File: config.mk
export PLATFORM = sky130hd
export DESIGN_NAME = sad_array
export DESIGN_NICKNAME = d
export VERILOG_FILES = /design/src/rtl/sad_pkg.sv /design/src/rtl/sad_ctrl.sv /design/src/rtl/sad_pe.sv /design/src/rtl/sad_min.sv /design/src/rtl/sad_array.sv
export SDC_FILE = /design/constraint.sdc
export NUM_CORES = 2
export LEC_CHECK = 0
export BUFFER_PORTS_ARGS = -buffer_cell sky130_fd_sc_hd__buf_4
export CORE_MARGIN = 2
export CORE_UTILIZATION = 45
export CTS_CLUSTER_DIAMETER = 80
export DETAILED_ROUTE_END_ITERATION = 10
export PLACE_DENSITY_LB_ADDON = 0.08
export RECOVER_POWER = 50
export SKIP_CTS_REPAIR_TIMING = 1
export SLEW_MARGIN = 20
export SYNTH_ARGS = -nofsm -noshare
export SYNTH_HDL_FRONTEND = slang
export SYNTH_SLANG_ARGS = --single-unit
File: constraint.sdc
create_clock -name clk -period 44.4 [get_ports clk]
set_clock_uncertainty 0.1 [all_clocks]
set_input_delay 2.22 -clock clk [delete_from_list [all_inputs] [get_ports clk]]
set_output_delay 2.22 -clock clk [all_outputs]
set_load 0.02 [all_outputs]
File: src/rtl/sad_pkg.sv
package sad_pkg;
  localparam int unsigned PIX_W_DEF   = 8;
  localparam int unsigned N_CAND_DEF  = 18;
  localparam int unsigned BLK_PIX_DEF = 16;

  typedef enum logic [0:0] {
    ST_IDLE = 1'b0,
    ST_RUN  = 1'b1
  } blk_state_e;
endpackage

File: src/rtl/sad_ctrl.sv
module sad_ctrl
  import sad_pkg::*;
#(
  parameter int unsigned BLK_PIX = BLK_PIX_DEF
) (
  input  logic clk,
  input  logic rst_n,
  input  logic start_i,
  input  logic valid_i,
  output logic clear_o,
  output logic take_o,
  output logic done_o
);
  localparam int unsigned CNT_W = (BLK_PIX > 1) ? $clog2(BLK_PIX) : 1;
  localparam logic [CNT_W-1:0] LAST = CNT_W'(BLK_PIX - 1);

  blk_state_e       state_q, state_n;
  logic [CNT_W-1:0] cnt_q, cnt_n, cnt_base;
  logic             done_q, done_n;
  logic             take, last;

  always_comb begin
    take     = valid_i && (start_i || (state_q == ST_RUN));
    cnt_base = start_i ? '0 : cnt_q;
    last     = take && (cnt_base == LAST);
    state_n  = state_q;
    cnt_n    = cnt_q;
    if (start_i) begin
      state_n = ST_RUN;
    end
    if (take) begin
      cnt_n = cnt_base + 1'b1;
    end else if (start_i) begin
      cnt_n = '0;
    end
    if (last) begin
      state_n = ST_IDLE;
      cnt_n   = '0;
    end
    done_n = last;
  end

  always_ff @(posedge clk or negedge rst_n) begin
    if (!rst_n) begin
      state_q <= ST_IDLE;
      cnt_q   <= '0;
      done_q  <= 1'b0;
    end else begin
      state_q <= state_n;
      cnt_q   <= cnt_n;
      done_q  <= done_n;
    end
  end

  assign clear_o = start_i;
  assign take_o  = take;
  assign done_o  = done_q;

  assert_done_pulse_R4: assert property (@(posedge clk) disable iff (!rst_n)
    done_q |=> !done_q)
    else $error("done held longer than one cycle");

  assert_idle_after_done_R5: assert property (@(posedge clk) disable iff (!rst_n)
    done_q |-> (state_q == ST_IDLE) && (cnt_q == '0))
    else $error("controller still running after completion");

  assert_no_take_idle_R11: assert property (@(posedge clk) disable iff (!rst_n)
    (!start_i && state_q == ST_IDLE) |=> $stable(cnt_q))
    else $error("pixel counted outside a block");
endmodule

File: src/rtl/sad_pe.sv
module sad_pe #(
  parameter int unsigned PIX_W = 8,
  parameter int unsigned ACC_W = 12
) (
  input  logic             clk,
  input  logic             rst_n,
  input  logic             clear_i,
  input  logic             take_i,
  input  logic [PIX_W-1:0] cur_i,
  input  logic [PIX_W-1:0] cand_i,
  output logic [ACC_W-1:0] acc_o
);
  logic [PIX_W-1:0] absdiff;
  logic [ACC_W-1:0] acc_q, acc_n;

  always_comb begin
    absdiff = (cur_i >= cand_i) ? (cur_i - cand_i) : (cand_i - cur_i);
    acc_n   = acc_q;
    if (clear_i) begin
      acc_n = take_i ? ACC_W'(absdiff) : '0;
    end else if (take_i) begin
      acc_n = acc_q + ACC_W'(absdiff);
    end
  end

  always_ff @(posedge clk or negedge rst_n) begin
    if (!rst_n) begin
      acc_q <= '0;
    end else begin
      acc_q <= acc_n;
    end
  end

  assign acc_o = acc_q;

  assert_clear_zero_R2: assert property (@(posedge clk) disable iff (!rst_n)
    (clear_i && !take_i) |=> (acc_q == '0))
    else $error("sum not cleared by start");

  assert_hold_idle_R6: assert property (@(posedge clk) disable iff (!rst_n)
    (!clear_i && !take_i) |=> $stable(acc_q))
    else $error("sum moved without an accepted pixel");

  assert_no_wrap_R10: assert property (@(posedge clk) disable iff (!rst_n)
    (!clear_i && take_i) |=> (acc_q >= $past(acc_q)))
    else $error("sum wrapped");
endmodule

File: src/rtl/sad_min.sv
module sad_min #(
  parameter int unsigned N_CAND = 18,
  parameter int unsigned ACC_W  = 12,
  parameter int unsigned IDX_W  = 5
) (
  input  logic [N_CAND-1:0][ACC_W-1:0] sad_i,
  output logic [IDX_W-1:0]             idx_o,
  output logic [ACC_W-1:0]             min_o
);
  always_comb begin
    idx_o = '0;
    min_o = sad_i[0];
    for (int i = 1; i < int'(N_CAND); i++) begin
      if (sad_i[i] < min_o) begin
        min_o = sad_i[i];
        idx_o = IDX_W'(i);
      end
    end
  end
endmodule

File: src/rtl/sad_array.sv
module sad_array
  import sad_pkg::*;
#(
  parameter int unsigned PIX_W   = PIX_W_DEF,
  parameter int unsigned N_CAND  = N_CAND_DEF,
  parameter int unsigned BLK_PIX = BLK_PIX_DEF,
  localparam int unsigned ACC_W  = PIX_W + $clog2(BLK_PIX),
  localparam int unsigned IDX_W  = (N_CAND > 1) ? $clog2(N_CAND) : 1
) (
  input  logic                    clk,
  input  logic                    rst_n,
  input  logic                    start_i,
  input  logic                    valid_i,
  input  logic [PIX_W-1:0]        cur_pix_i,
  input  logic [N_CAND*PIX_W-1:0] cand_pix_i,
  output logic                    done_o,
  output logic [N_CAND*ACC_W-1:0] sad_o,
  output logic [IDX_W-1:0]        best_idx_o,
  output logic [ACC_W-1:0]        best_sad_o
);
  logic                         clear, take;
  logic [N_CAND-1:0][ACC_W-1:0] sad_arr;

  sad_ctrl #(.BLK_PIX(BLK_PIX)) u_ctrl (
    .clk     (clk),
    .rst_n   (rst_n),
    .start_i (start_i),
    .valid_i (valid_i),
    .clear_o (clear),
    .take_o  (take),
    .done_o  (done_o)
  );

  for (genvar gi = 0; gi < int'(N_CAND); gi++) begin : g_pe
    sad_pe #(.PIX_W(PIX_W), .ACC_W(ACC_W)) u_pe (
      .clk     (clk),
      .rst_n   (rst_n),
      .clear_i (clear),
      .take_i  (take),
      .cur_i   (cur_pix_i),
      .cand_i  (cand_pix_i[gi*PIX_W +: PIX_W]),
      .acc_o   (sad_arr[gi])
    );

    assert_min_bound_R7: assert property (@(posedge clk) disable iff (!rst_n)
      done_o |-> (best_sad_o <= sad_arr[gi]))
      else $error("reported minimum exceeds a candidate sum");

    assert_tie_low_R7: assert property (@(posedge clk) disable iff (!rst_n)
      (done_o && (gi < int'(best_idx_o))) |-> (sad_arr[gi] > best_sad_o))
      else $error("lower index ties the minimum");
  end

  sad_min #(.N_CAND(N_CAND), .ACC_W(ACC_W), .IDX_W(IDX_W)) u_min (
    .sad_i (sad_arr),
    .idx_o (best_idx_o),
    .min_o (best_sad_o)
  );

  assign sad_o = sad_arr;

  assert_hold_after_done_R5: assert property (@(posedge clk) disable iff (!rst_n)
    (done_o && !start_i) |=> $stable(sad_o))
    else $error("sums changed after completion");
endmodule

==> flow_metrics.env <==
export IMPL_status="complete, but fails checks"
export IMPL_violations="capacitance limit, slew limit"
export IMPL_relSlewSlack_pct=-205
export IMPL_placed_area_um2=36900
export IMPL_yosysMostFrequentCell="ha_1"
export IMPL_synth_top_area_share_pct=22.3
export IMPL_htree_levels=2
export IMPL_drt_vias_per_instance=5.60
export IMPL_cp_slowest_cell="or3_1"
export IMPL_start_util_pct=45.3
export IMPL_tritoncts="built"
export IMPL_track_usage_pct=29.4
export IMPL_multi_input_area_um2=25200
export IMPL_drc=0
export IMPL_critPathLaunchType="register"
export IMPL_worst_slew_pin_slew_ns=4.57
export IMPL_cp_max_fo=25
export IMPL_fmax_mhz=24.4
export IMPL_areaGrowthSynthToFinish_pct=13.7
export IMPL_clock_sinks=222
export IMPL_fin_crit_ns=41.02
export IMPL_synth_area_leaders="ha_1 22%, dfrtp_1 17%, a21oi_1 6.0%, inv_1 5.3%, xnor2_1 5.1%"
export IMPL_synthCells=4031
export IMPL_final_max_slew_viol_count=184
export IMPL_ys_async_sr_fraction_pct=100
export IMPL_cts_buffer_depth=3
export IMPL_ys_flop_type="dfrtp_1"
export IMPL_crit_family="compound AO/OA/AOI/OAI gates"
export IMPL_avgRoutedWirePerCell_um=21.1
export IMPL_post_dp_hpwl_mm=83.5
export IMPL_synthesis_nets=4829
export IMPL_worst_path_stages=172
export IMPL_syn_avg_cell_area_um2=8.19
export IMPL_yosysSeqAreaShare_pct=16.8
export IMPL_n_antenna_cell=0
export IMPL_hold_path_class="register to register"
export IMPL_hold_depth=2
export IMPL_rsz0062_at_grt="no"
export IMPL_setup_violations=0
export IMPL_yosysWarningCount=0
export IMPL_die_h_um=275
export IMPL_ff_latch_area_um2=5560
export IMPL_synth_top_cell_by_area="ha_1"
export IMPL_die_x_um=275
export IMPL_overflow=0
export IMPL_finalInstanceArea_um2=37500
export IMPL_cp_end_kind="output pin"
export IMPL_die_area_um2=75600
export IMPL_num_nets_final=5150
export IMPL_grt_pass1_vias=28411
export IMPL_critPathRequiredTime_ns=42.08
export IMPL_synth_edff_count=0
export IMPL_fp_row_count=99
export IMPL_cap_violations=3
export IMPL_clk_latency_ns=0.57
export IMPL_fillCellCount=7256
export IMPL_antenna_found_initial=7
export IMPL_io_buffers=389
export IMPL_numCtsBuffers=34
export IMPL_crit_buf_inv=18
export IMPL_cts_root_buf="clkbuf_16"
export IMPL_detail_route_iter0_violations=1806
export IMPL_netlist_area_um2=33000
export IMPL_cp_arrival_ns=38.70
export IMPL_clk_pin_slew_ns=0.05
export IMPL_drive_gt1_share_pct=10.5
export IMPL_core_area_um2=72800
export IMPL_reg2reg_from="g_pe[16].u_pe.acc_o[0]$_DFFE_PN0P_"
export IMPL_final_hold_violation_count=0
export IMPL_gp_congestion=0.923
export IMPL_ios=390
export IMPL_routed_wl_mm=113
export IMPL_crit_type="register to output pin"
export IMPL_synth_seq_cells=222
export IMPL_ys_types=92
export IMPL_crit_start="g_pe[0].u_pe.acc_o[3]$_DFFE_PN0P_"
export IMPL_r2r_cells=12
export IMPL_synthTopCellsByCount="588 x ha_1, 466 x inv_1, 398 x a21oi_1"
export IMPL_grt_max_degree=210
export IMPL_firstDrtPassIters=5
export IMPL_via_count=29891
export IMPL_postRouteAntennaNets=0
export IMPL_max_stage_delay_ns=0.64
export IMPL_grt_pass1_wl_mm=171
export IMPL_tns_ns=0
export IMPL_finalCritPeriodShare_pct=92.4
export IMPL_hold_start="u_ctrl.cnt_q[2]$_DFF_PN0_"
==> per-layer routing <==
metal	part of all wire (%)	track usage, %	up-vias
met1	46	40.9	14135
met5	0.083	0	-
met2	45	48.4	803
met3	5.7	3.76	136
li1	-	-	14803
met4	2.4	6.98	14
==> path summary, 6_finish.rpt <==
| path | endpoint | slack, ns |
|---|---|---|
| worst max-delay path | best_sad_o[0] | 3.38 |
| worst min-delay path | u_ctrl.cnt_q[3]$_DFF_PN0_ | 0.49 |
| worst max register to register | g_pe[16].u_pe.acc_o[10]$_DFFE_PN0P_ | 41.45 |
| worst min register to register | u_ctrl.cnt_q[3]$_DFF_PN0_ | 0.49 |
| max in group asynchronous | g_pe[15].u_pe.acc_o[8]$_DFFE_PN0P_ | 36.31 |
| min in group asynchronous | g_pe[6].u_pe.acc_o[10]$_DFFE_PN0P_ | 3.18 |
==> worst min-delay path, stage by stage (launching register included) <==
cell     delay, ns
dfrtp_1       0.38
nand2_1       0.10
o31ai_1       0.08
==> state kept, by name (all words and copies together), names as in the netlist <==
signal	cells
u_ctrl.cnt_q	4
g_pe.u_pe.acc_o	216
u_ctrl.state_q	1
u_ctrl.done_o	1
==> layout make-up <==
class                   count  area share (%)
well taps                 959            3.20
clock inverters            11           0.440
repair buffers            424            6.93
multi-input cells        3204            67.2
clock buffers              50            2.78
flip-flops and latches    222            14.8
inverters                 466            4.66
==> cells by family after synthesis <==
| kind of cell | Yosys count | synth area share [%] |
|---|---|---|
| AO/OA/AOI/OAI | 1125 | 21.7 |
| XOR/XNOR | 286 | 7.59 |
| adder cells (fa/ha/maj) | 643 | 25.6 |
| buffers and inverters | 605 | 6.98 |
| flip-flops | 222 | 16.8 |
| multiplexers | 261 | 8.48 |
| AND/OR/NAND/NOR | 889 | 12.8 |
==> layout by cell type (no fill, tap or decap), drive strengths merged, types with 99 or more instances in the layout <==
cell	n
buf	260
ha	588
a21oi	401
a21o	178
nand3	184
dfrtp	222
inv	468
nand2	138
o21ai	277
clkbuf	214
nor2	300
nor2b	99
mux2i	169
xnor2	193
==> metrics by stage <==
| stage | cells | utilization, % | worst slack [ns] | hold slack [ns] |
|---|---|---|---|---|
| floorplan | 4031 | - | 6.73 | 0.410 |
| global placement | 5275 | 50.7 | 3.52 | 0.459 |
| detailed placement | 5275 | 50.7 | 2.79 | 0.469 |
| CTS | 5336 | 52.4 | 2.07 | 0.486 |
| global route | 5336 | 51.5 | 0.0976 | 0.527 |
| finish | 5336 | 51.5 | 3.38 | 0.489 |
Power is left out: the tool's default activity adds up to more than one toggle a clock period on the data nets, which glitch-free logic cannot reach.
